[config.mk]
export PLATFORM = sky130hd
export DESIGN_NAME = npc3_pwm_mod
export DESIGN_NICKNAME = d
export VERILOG_FILES = /design/src/rtl/npc3_pwm_pkg.sv /design/src/rtl/npc3_carrier.sv /design/src/rtl/npc3_cm_offset.sv /design/src/rtl/npc3_leg.sv /design/src/rtl/npc3_pwm_mod.sv
export SDC_FILE = /design/constraint.sdc
export NUM_CORES = 1
export LEC_CHECK = 0
export BUFFER_PORTS_ARGS = -buffer_cell sky130_fd_sc_hd__buf_2
export CAP_MARGIN = 20
export CORE_AREA = 3 3 218 220
export DETAILED_ROUTE_END_ITERATION = 16
export DIE_AREA = 0 0 221 223
export GPL_ROUTABILITY_DRIVEN = 0
export PLACE_DENSITY = 0.64
export SLEW_MARGIN = 10
export SYNTH_ARGS = -nofsm -noshare
export SYNTH_HDL_FRONTEND = slang
export SYNTH_SLANG_ARGS = --single-unit
[constraint.sdc]
create_clock -name clk -period 53.2 [get_ports clk]
set_input_delay 0 -clock clk [delete_from_list [all_inputs] [get_ports clk]]
set_output_delay 0 -clock clk [all_outputs]
set_load 0.005 [all_outputs]
[src/rtl/npc3_pwm_pkg.sv]
package npc3_pwm_pkg;
   typedef enum logic [1:0] {
      MODE_SINE   = 2'b00,
      MODE_CENTER = 2'b01,
      MODE_OPTIM  = 2'b10,
      MODE_RSVD   = 2'b11
   } cm_mode_e;
endpackage

[src/rtl/npc3_carrier.sv]
module npc3_carrier #(
   parameter int CAR_W = 6
) (
   input  logic             clk,
   input  logic             rst_n,
   output logic [CAR_W-1:0] cnt_o,
   output logic             peak_o
);
   localparam logic [CAR_W-1:0] TOP = {CAR_W{1'b1}};

   logic dir_up;

   always_ff @(posedge clk) begin
      if (!rst_n) begin
         cnt_o  <= '0;
         dir_up <= 1'b1;
      end else if (dir_up) begin
         if (cnt_o == TOP) dir_up <= 1'b0;
         else              cnt_o  <= cnt_o + 1'b1;
      end else begin
         if (cnt_o == '0)  dir_up <= 1'b1;
         else              cnt_o  <= cnt_o - 1'b1;
      end
   end

   assign peak_o = dir_up && (cnt_o == TOP);


   carrier_step_chk: assert property (@(posedge clk) disable iff (!rst_n)
      (dir_up && cnt_o != TOP) |=> (cnt_o == $past(cnt_o) + 1'b1));

   peak_turn_chk: assert property (@(posedge clk) disable iff (!rst_n)
      peak_o |=> (!dir_up && cnt_o == TOP));
endmodule

[src/rtl/npc3_cm_offset.sv]
module npc3_cm_offset
   import npc3_pwm_pkg::*;
#(
   parameter int REF_W = 16,
   parameter int FRAC  = 14,
   parameter int W     = 19
) (
   input  cm_mode_e                mode_i,
   input  logic signed [REF_W-1:0] ref_i [3],
   output logic signed [W-1:0]     cm_o
);
   localparam int ONE = 1 << FRAC;
   localparam logic signed [W-1:0] SIXTH = W'(ONE / 6);
   localparam logic signed [W-1:0] THIRD = W'(ONE / 3);

   logic [2:0]           neg;
   logic [1:0]           n_neg;
   logic signed [W-1:0]  ext [3];
   logic signed [W-1:0]  piv [3];
   logic signed [W-1:0]  res [3];
   logic signed [W-1:0]  psum;

   function automatic logic signed [W-1:0] max3(input logic signed [W-1:0] a,
                                                 input logic signed [W-1:0] b,
                                                 input logic signed [W-1:0] c);
      logic signed [W-1:0] m;
      m = (a > b) ? a : b;
      return (m > c) ? m : c;
   endfunction

   function automatic logic signed [W-1:0] min3(input logic signed [W-1:0] a,
                                                 input logic signed [W-1:0] b,
                                                 input logic signed [W-1:0] c);
      logic signed [W-1:0] m;
      m = (a < b) ? a : b;
      return (m < c) ? m : c;
   endfunction

   function automatic logic signed [W-1:0] mid(input logic signed [W-1:0] hi,
                                                input logic signed [W-1:0] lo);
      logic signed [W-1:0] s;
      s = hi + lo;
      return s >>> 1;
   endfunction

   for (genvar i = 0; i < 3; i++) begin : g_ph
      assign neg[i] = ref_i[i][REF_W-1];
      assign ext[i] = {{(W-REF_W){ref_i[i][REF_W-1]}}, ref_i[i]};
      always_comb begin
         case ({n_neg, neg[i]})
            3'b010:  piv[i] = SIXTH;
            3'b011:  piv[i] = -THIRD;
            3'b100:  piv[i] = THIRD;
            3'b101:  piv[i] = -SIXTH;
            default: piv[i] = '0;
         endcase
      end
      assign res[i] = ext[i] - piv[i];
   end

   assign n_neg = 2'($countones(neg));
   assign psum  = piv[0] + piv[1] + piv[2];

   always_comb begin
      case (mode_i)
         MODE_CENTER: cm_o = -mid(max3(ext[0], ext[1], ext[2]),
                                  min3(ext[0], ext[1], ext[2]));
         MODE_OPTIM:  cm_o = -mid(max3(piv[0], piv[1], piv[2]),
                                  min3(piv[0], piv[1], piv[2]))
                             - mid(max3(res[0], res[1], res[2]),
                                   min3(res[0], res[1], res[2]));
         default:     cm_o = '0;
      endcase
   end


   always_comb begin
      pivot_bal_chk: assert (psum >= -1 && psum <= 1);
   end
endmodule

[src/rtl/npc3_leg.sv]
module npc3_leg #(
   parameter int CAR_W = 6
) (
   input  logic             clk,
   input  logic             rst_n,
   input  logic [CAR_W-1:0] cnt_i,
   input  logic [CAR_W:0]   thr_i,
   input  logic             neg_i,
   output logic             out_hi_o,
   output logic             in_hi_o,
   output logic             in_lo_o,
   output logic             out_lo_o
);
   logic pwm;

   assign pwm = thr_i > {1'b0, cnt_i};

   always_ff @(posedge clk) begin
      if (!rst_n) begin
         out_hi_o <= 1'b0;
         in_hi_o  <= 1'b1;
         in_lo_o  <= 1'b1;
         out_lo_o <= 1'b0;
      end else if (!neg_i) begin
         out_hi_o <= pwm;
         in_hi_o  <= 1'b1;
         in_lo_o  <= !pwm;
         out_lo_o <= 1'b0;
      end else begin
         out_hi_o <= 1'b0;
         in_hi_o  <= !pwm;
         in_lo_o  <= 1'b1;
         out_lo_o <= pwm;
      end
   end


   upper_pair_chk: assert property (@(posedge clk) disable iff (!rst_n)
      out_hi_o != in_lo_o);

   lower_pair_chk: assert property (@(posedge clk) disable iff (!rst_n)
      out_lo_o != in_hi_o);

   outer_excl_chk: assert property (@(posedge clk) disable iff (!rst_n)
      !(out_hi_o && out_lo_o));
endmodule

[src/rtl/npc3_pwm_mod.sv]
module npc3_pwm_mod
   import npc3_pwm_pkg::*;
#(
   parameter int REF_W = 16,
   parameter int CAR_W = 6
) (
   input  logic                    clk,
   input  logic                    rst_n,
   input  logic [1:0]              mode_i,
   input  logic signed [REF_W-1:0] ref_a_i,
   input  logic signed [REF_W-1:0] ref_b_i,
   input  logic signed [REF_W-1:0] ref_c_i,
   output logic [2:0]              out_hi_o,
   output logic [2:0]              in_hi_o,
   output logic [2:0]              in_lo_o,
   output logic [2:0]              out_lo_o
);
   localparam int FRAC = REF_W - 2;
   localparam int W    = REF_W + 3;
   localparam int HALF = 1 << (FRAC - 1);
   localparam int SH   = FRAC - CAR_W;
   localparam int P    = 1 << CAR_W;
   localparam logic signed [W-1:0] POS_LIM = W'(HALF);
   localparam logic signed [W-1:0] NEG_LIM = -POS_LIM;

   initial begin
      param_chk: assert (REF_W >= 6 && CAR_W >= 2 && CAR_W <= FRAC);
   end

   logic [CAR_W-1:0]        cnt;
   logic                    peak;
   logic signed [REF_W-1:0] ref_q [3];
   cm_mode_e                mode_q;
   logic signed [W-1:0]     cm;

   npc3_carrier #(.CAR_W(CAR_W)) u_carrier (
      .clk(clk), .rst_n(rst_n), .cnt_o(cnt), .peak_o(peak));

   always_ff @(posedge clk) begin
      if (!rst_n) begin
         ref_q[0] <= '0;
         ref_q[1] <= '0;
         ref_q[2] <= '0;
         mode_q   <= MODE_SINE;
      end else if (peak) begin
         ref_q[0] <= ref_a_i;
         ref_q[1] <= ref_b_i;
         ref_q[2] <= ref_c_i;
         mode_q   <= cm_mode_e'(mode_i);
      end
   end

   npc3_cm_offset #(.REF_W(REF_W), .FRAC(FRAC), .W(W)) u_offset (
      .mode_i(mode_q), .ref_i(ref_q), .cm_o(cm));

   for (genvar i = 0; i < 3; i++) begin : g_leg
      logic signed [W-1:0] u_raw, u_lim;
      logic [W-1:0]        mag;
      logic [CAR_W:0]      thr;

      assign u_raw = {{(W-REF_W){ref_q[i][REF_W-1]}}, ref_q[i]} + cm;
      assign u_lim = (u_raw > POS_LIM) ? POS_LIM :
                     (u_raw < NEG_LIM) ? NEG_LIM : u_raw;
      assign mag   = u_lim[W-1] ? W'(-u_lim) : W'(u_lim);
      assign thr   = (CAR_W+1)'((mag << 1) >> SH);

      npc3_leg #(.CAR_W(CAR_W)) u_leg (
         .clk(clk), .rst_n(rst_n), .cnt_i(cnt), .thr_i(thr),
         .neg_i(u_lim[W-1]),
         .out_hi_o(out_hi_o[i]), .in_hi_o(in_hi_o[i]),
         .in_lo_o(in_lo_o[i]), .out_lo_o(out_lo_o[i]));


      thr_range_chk: assert property (@(posedge clk) disable iff (!rst_n)
         thr <= (CAR_W+1)'(P));
   end


   hold_ref_chk: assert property (@(posedge clk) disable iff (!rst_n)
      !peak |=> ($stable(ref_q[0]) && $stable(ref_q[1]) &&
                 $stable(ref_q[2]) && $stable(mode_q)));
endmodule

Yosys cells after proc, flatten, opt, wreduce, memory -nomap -nowiden
Index checks and enable logic that the tools add are counted.
Word-level totals
  bits in registers: 69
  bits of input ports: 52
Cells by class
  $add $sub $neg: 19
  order comparisons: 21
  equality and inequality tests: 17
  mux-type cells: 31
  bitwise logic cells: 1
  reduce and logical (&&, ||, !) cells: 12
Operators by type and width (count)
  19-bit 2-to-1 mux: 18
  19-bit case mux with 4 select lines: 3
  19-bit adder: 6
  19-bit > comparator: 4
  19-bit < comparator: 4
  19-bit by 15-bit > comparator with 1-bit output, second input constant: 3
  19-bit by 14-bit < comparator with 1-bit output, second input constant: 3
  16-bit by 19-bit subtractor with 19-bit output: 3
  14-bit 2-to-1 mux: 3
  14-bit negation: 3
  18-bit negation with 19-bit output: 2
  19-bit case mux with 2 select lines: 1
  7-bit by 6-bit > comparator with 1-bit output: 3
  19-bit by 16-bit > comparator with 1-bit output: 1
  19-bit by 16-bit < comparator with 1-bit output: 1
  19-bit by 18-bit subtractor with 19-bit output: 1
  3-bit by 2-bit == test with 1-bit output, second input constant: 6
  3-bit == test, second input constant: 6
  6-bit 2-to-1 mux: 3
  16-bit > comparator: 1
  16-bit < comparator: 1
  2-bit AND reduction: 4
  6-bit by 1-bit adder with 6-bit output, second input constant: 1
  6-bit == test, second input constant: 1
  other kinds (13): 19

Depth between registers and ports, before layout
  depth in word-level cells: 20
  mapped depth: 93
  mapped depth without buffers: 89

By module
A second synthesis with hierarchy kept.
Unflattened totals
  cell total of the unflattened synthesis: 2264
  area, all modules: 17400.4 µm²
Modules (own cells, without submodules)
  npc3_cm_offset: times used 1, cells each 1450, area each 10322.4 µm², sequential area each 0.0 µm²
  npc3_pwm_mod: times used 1, cells each 684, area each 5808.1 µm², sequential area each 1001.0 µm²
  npc3_leg: times used 3, cells each 29, area each 275.3 µm², sequential area each 80.1 µm²
  npc3_carrier: times used 1, cells each 43, area each 444.2 µm², sequential area each 140.1 µm²

Worst setup path before layout
No wires, ideal clock.
  path kind: register to register
  from: register ref_q[15] (netlist name)
  to: register g_leg[2].u_leg.out_hi_o
  library setup time: 0.119 ns
  arrival time: 17.177 ns
  data required time: 53.081 ns
  path slack: 35.905 ns
  cell stages (with the launch flop): 88
  path through: dfxtp_1 > ha_1 > inv_1 > ha_1 > o21ai_0 > nand2b_1 > inv_1 > ha_1 > nor2b_1 > o21ai_0 > a21oi_1 > o21ai_0 > a21oi_1 > o21ai_0 > a21oi_1 > o21ai_0 > a21oi_1 > o21ai_0 > (+52 left out) > nand2_1 > clkbuf_1 > ha_1 > clkbuf_1 > nor2_1 > xnor2_1 > a2111oi_0 > ha_1 > nor2b_1 > o21a_1 > o21a_1 > o21ai_0 > nand2b_1 > a21oi_1 > o21bai_1 > o21a_1 > or2_2 > o221a_2
Between the ends
  word-level cells in the longest chain between the ends: 18
  elaborated cells between the ends (all ways): 55
Ends and longest elaborated chain
  start: declaration: RTL line npc3_pwm_mod.sv:32  | logic signed [REF_W-1:0] ref_q [3];
  2-bit by 1-bit adder with 2-bit output (not written as such): RTL line npc3_cm_offset.sv:61  | assign n_neg = 2'($countones(neg));
  3-bit == test / 3-bit by 2-bit == test with 1-bit output (equally long branches): RTL line npc3_cm_offset.sv:50  | case ({n_neg, neg[i]})
  19-bit case mux with 4 select lines: RTL line npc3_cm_offset.sv:50
  16-bit by 19-bit subtractor with 19-bit output (tied with other cells): RTL line npc3_cm_offset.sv:58  | assign res[i] = ext[i] - piv[i];
  19-bit > comparator (tied with other cells): RTL line npc3_cm_offset.sv:27  | m = (a > b) ? a : b;
  19-bit 2-to-1 mux (tied with other cells): RTL line npc3_cm_offset.sv:27
  19-bit > comparator (tied with other cells): RTL line npc3_cm_offset.sv:28  | return (m > c) ? m : c;
  19-bit 2-to-1 mux (tied with other cells): RTL line npc3_cm_offset.sv:28
  (+2 left out)
  19-bit case mux with 2 select lines: RTL line npc3_cm_offset.sv:65  | case (mode_i)
  19-bit adder *: RTL line npc3_pwm_mod.sv:61  | assign u_raw = {{(W-REF_W){ref_q[i][REF_W-1]}}, ref_q[i]} + cm;
  19-bit by 14-bit < comparator with 1-bit output: RTL line npc3_pwm_mod.sv:63  | (u_raw < NEG_LIM) ? NEG_LIM : u_raw;
  19-bit 2-to-1 mux: RTL line npc3_pwm_mod.sv:63
  19-bit 2-to-1 mux *: RTL line npc3_pwm_mod.sv:62  | assign u_lim = (u_raw > POS_LIM) ? POS_LIM :
  14-bit negation: RTL line npc3_pwm_mod.sv:64  | assign mag = u_lim[W-1] ? W'(-u_lim) : W'(u_lim);
  14-bit 2-to-1 mux: RTL line npc3_pwm_mod.sv:64
  7-bit by 6-bit > comparator with 1-bit output: RTL line npc3_leg.sv:16  | assign pwm = thr_i > {1'b0, cnt_i};
  end signal: assignment: RTL line npc3_leg.sv:25  | out_hi_o <= pwm;
  end: declaration: RTL line npc3_leg.sv:9  | output logic out_hi_o,
Every way passes the cells marked *; elsewhere a longest branch is shown, timed or not.
A chain may end at the register's enable or synchronous reset.

Final worst setup path
Ends and elaborated chain as after synthesis.

==> flow_summary.ini <==
[setup_path]
crit_family = compound AO/OA/AOI/OAI gates
crit_path_frequent_cell = o21ai_0
crit_buf_inv = 10
cp_max_fo = 34
critPathMaxStageDelay_ps = 750
start_kind = flip-flop
worstSetupEndpointType = flip-flop
worstSetupPathType = flip-flop to flip-flop
crit_arrival_ps = 19780
required_ps = 53440
crit_slowest_cell = dfxtp_1

[timing]
relSlewSlack_pct = 27.68
fin_crit_ps = 19540
post-route-period-util_pct = 36.72
setup_viol = 0
finalHoldViolCount = 0
worstMarginPinSlew_ps = 1077
rsz0062_at_grt = false
timing.fmax_ghz = 0.05119
maxSlewViolCount = 0
clock_skew_ps = 11.10
setup_tns_ps = 0

[die]
start_util_pct = 37.11
placementRows = 78
fp.dieArea_um2 = 49280
coreArea_um2 = 45480
io_pins = 64
die_h_um = 223
die_w_um = 221

[layout]
nets = 2792
area_growth_pct = 9.822
drive_gt1_share_pct = 7.279
final_cells = 3018
n_fill_cell = 4639
diodes = 0
post-route-util_pct = 40.76

[drt]
remaining_drc_errors = 0
firstDrtPassIters = 5
wl_per_cell_um = 19.36
via_per_inst = 5.905
drt_wl_total_mm = 58.44
ant_nets = 0
first_iter_violations = 1530
via_count = 17820

[synth]
synth_mux_area_share_pct = 6.012
synth_compound_area_share_pct = 26.34
synth-adder-area-share_pct = 25.01
synth_xor_xnor_area_share_pct = 6.101
yosysTopAreaCell = ha_1
synth_seq_cells = 69
synth_simple_gate_area_share_pct = 21.90
synth_top_family_by_area = compound AO/OA/AOI/OAI gates
avgSynthCellArea_um2 = 7.173
ys.flop_type = dfxtp_1
async_flop_share_pct = 0
yosysWarnings = 0
ys_types = 91
netlist_area_um2 = 16880
syn_nets = 2732
synth_cells = 2353
synth_top_area_share_pct = 23.35
synthTopCellsByArea = ha_1, dfxtp_1, a21oi_1
synth-seq-area-share_pct = 8.184
synth-edff-count = 0

[global_route]
grt_pass1_wl_mm = 90.97
grt_pass1_vias = 16930
antenna_found_initial = 1
grt_max_degree = 56
grtUsageTotal_pct = 22.69
grt_overflow = 0

[clocking]
clkSlewWorstSetupHoldPaths_ps = 60
cts_max_path_buffers = 2
cts_buffers = 9
cts_root_buf = clkbuf_16
htreeDepth = 3
cts_setup_buffers = 0
clkLatencyLatePin_ps = 350
tritoncts = yes
clock-sinks = 69

[power_and_ir_drop]
max-vdd-ir-drop_mv = 0.01531
p_leak_uw = 0.008480
power_density_nw_per_um2 = 7.031

[flow_run]
drv_cap = 0

[run_status]
outcome = finished clean

[placement]
dp_hpwl_mm = 48.07
place_inst = 2951
port_buffers = 63

[hold_path]
hold_path_class = input port to flip-flop
==> layout make-up <==
class,instances,area [um2],share of cell area (%)
Multi-Input combinational cell,2010,14430,77.83
Inverter,196,735.7,3.969
Tap cell,600,750.7,4.050
Timing Repair Buffer,127,918.4,4.954
Clock buffer,9,225.2,1.215
Sequential cell,69,1381,7.452
Clock inverter,7,97.59,0.5265
==> where the power goes <==
| part | switching (uW) | leakage [uW] | internal (uW) |
|---|---|---|---|
| clock network | 25.7 | 0.000152 | 41.3 |
| logic | 4.31 | 0.00777 | 6.17 |
| registers | 0.581 | 0.000557 | 52.2 |
| total | 30.6 | 0.00848 | 99.7 |
==> worst paths after layout <==
kind	from	to	slack [ps]	cells after the start
max reg2reg	ref_q[15]	g_leg[2].u_leg.out_hi_o	33660	89
min reg2reg	mode_q[0]	mode_q[0]	520	2
max	ref_q[15]	g_leg[2].u_leg.out_hi_o	33660	89
min	ref_a_i[15]	ref_q[47]	30	3
==> sequential cells by signal (all words and copies together), names as in the netlist <==
signal,cells
mode_q,2
g_leg.u_leg.in_hi_o,3
ref_q,48
g_leg.u_leg.out_lo_o,3
g_leg.u_leg.out_hi_o,3
g_leg.u_leg.in_lo_o,3
u_carrier.dir_up,1
u_carrier.cnt_o,6
==> placed cells by master (no fill, tap or decap), types with 17 or more instances in the layout <==
| cell type | synthesis | routed |
|---|---|---|
| a211oi_1 | 19 | 18 |
| a21boi_0 | 20 | 20 |
| a21o_1 | 37 | 37 |
| a21oi_1 | 233 | 233 |
| a31oi_1 | 19 | 19 |
| and3_1 | 19 | 19 |
| buf_2 | 1 | 64 |
| dfxtp_1 | 69 | 69 |
| dlygate4sd3_1 | 0 | 50 |
| ha_1 | 315 | 315 |
| inv_1 | 196 | 196 |
| mux2_2 | 46 | 46 |
| mux2i_1 | 47 | 47 |
| nand2_1 | 230 | 230 |
| nand2b_1 | 45 | 45 |
| nand3_1 | 60 | 60 |
| nand4_1 | 30 | 30 |
| nor2_1 | 202 | 201 |
| nor2b_1 | 45 | 45 |
| nor3_1 | 45 | 45 |
| nor4_1 | 17 | 17 |
| o21a_1 | 44 | 44 |
| o21ai_0 | 162 | 161 |
| o21bai_1 | 23 | 23 |
| or3_1 | 18 | 18 |
| xnor2_1 | 85 | 85 |
| xor2_1 | 30 | 30 |
==> cells by family (layout without fill, tap and decap cells) <==
family | after synthesis | in the layout
AO/OA/AOI/OAI | 702 | 702
AND/OR/NAND/NOR | 766 | 766
multiplexers | 95 | 95
adder cells (fa/ha/maj) | 331 | 331
XOR/XNOR | 116 | 116
buffers and inverters | 274 | 339
flip-flops | 69 | 69
==> timing repair <==
| action | in CTS | in global routing |
|---|---|---|
| resized for setup | 0 | 0 |
| endpoints found under the setup margin | 0 | 0 |
| hold buffers | 49 | 1 |
| hold endpoints to repair | 52 | 1 |
==> per-layer routing <==
layer  vias to the layer above  part of all wire, %  track usage [%]
li1                       8644                    -                -
met1                      8268                   42            28.22
met2                       738                   44            37.83
met3                       170                  7.5            3.803
met4                         2                  5.9            11.53
met5                         -                0.022                0
==> metrics by stage <==
| stage | power, uW | area (um2) | hold WS [ps] | worst slack (ps) |
|---|---|---|---|---|
| after floorplan | 58.48 | 16880 | 136.0 | 35900 |
| after global placement | 61.12 | 17710 | 240.3 | 34710 |
| after CTS | 130.4 | 18520 | 2.497 | 33950 |
| after global routing | 134.1 | 18540 | 40.31 | 31760 |
| final | 130.3 | 18540 | 26.44 | 33660 |
| after detailed placement | 61.37 | 17710 | 248.6 | 34070 |
==> worst min-delay path, cell delays in order <==
cell and delay (ps):
buf_2 100, nand2_1 140, a21oi_1 90
==> synth_stat cells (15+ instances only) <==
library cell	n
clkbuf_1	60
xor2_1	30
inv_1	196
nand3_1	60
a31oi_1	19
nor2b_1	45
nand2b_1	45
o21a_1	44
nand2_1	230
dfxtp_1	69
nor3_1	45
a21oi_1	233
mux2i_1	47
a211o_1	15
and3_1	19
a21o_1	37
nor2_1	202
or3_1	18
ha_1	315
nor4_1	17
a211oi_1	19
a21boi_0	20
o21bai_1	23
xnor2_1	85
nand4_1	30
mux2_2	46
o21ai_0	162
Power figures use the tool's default switching activity.
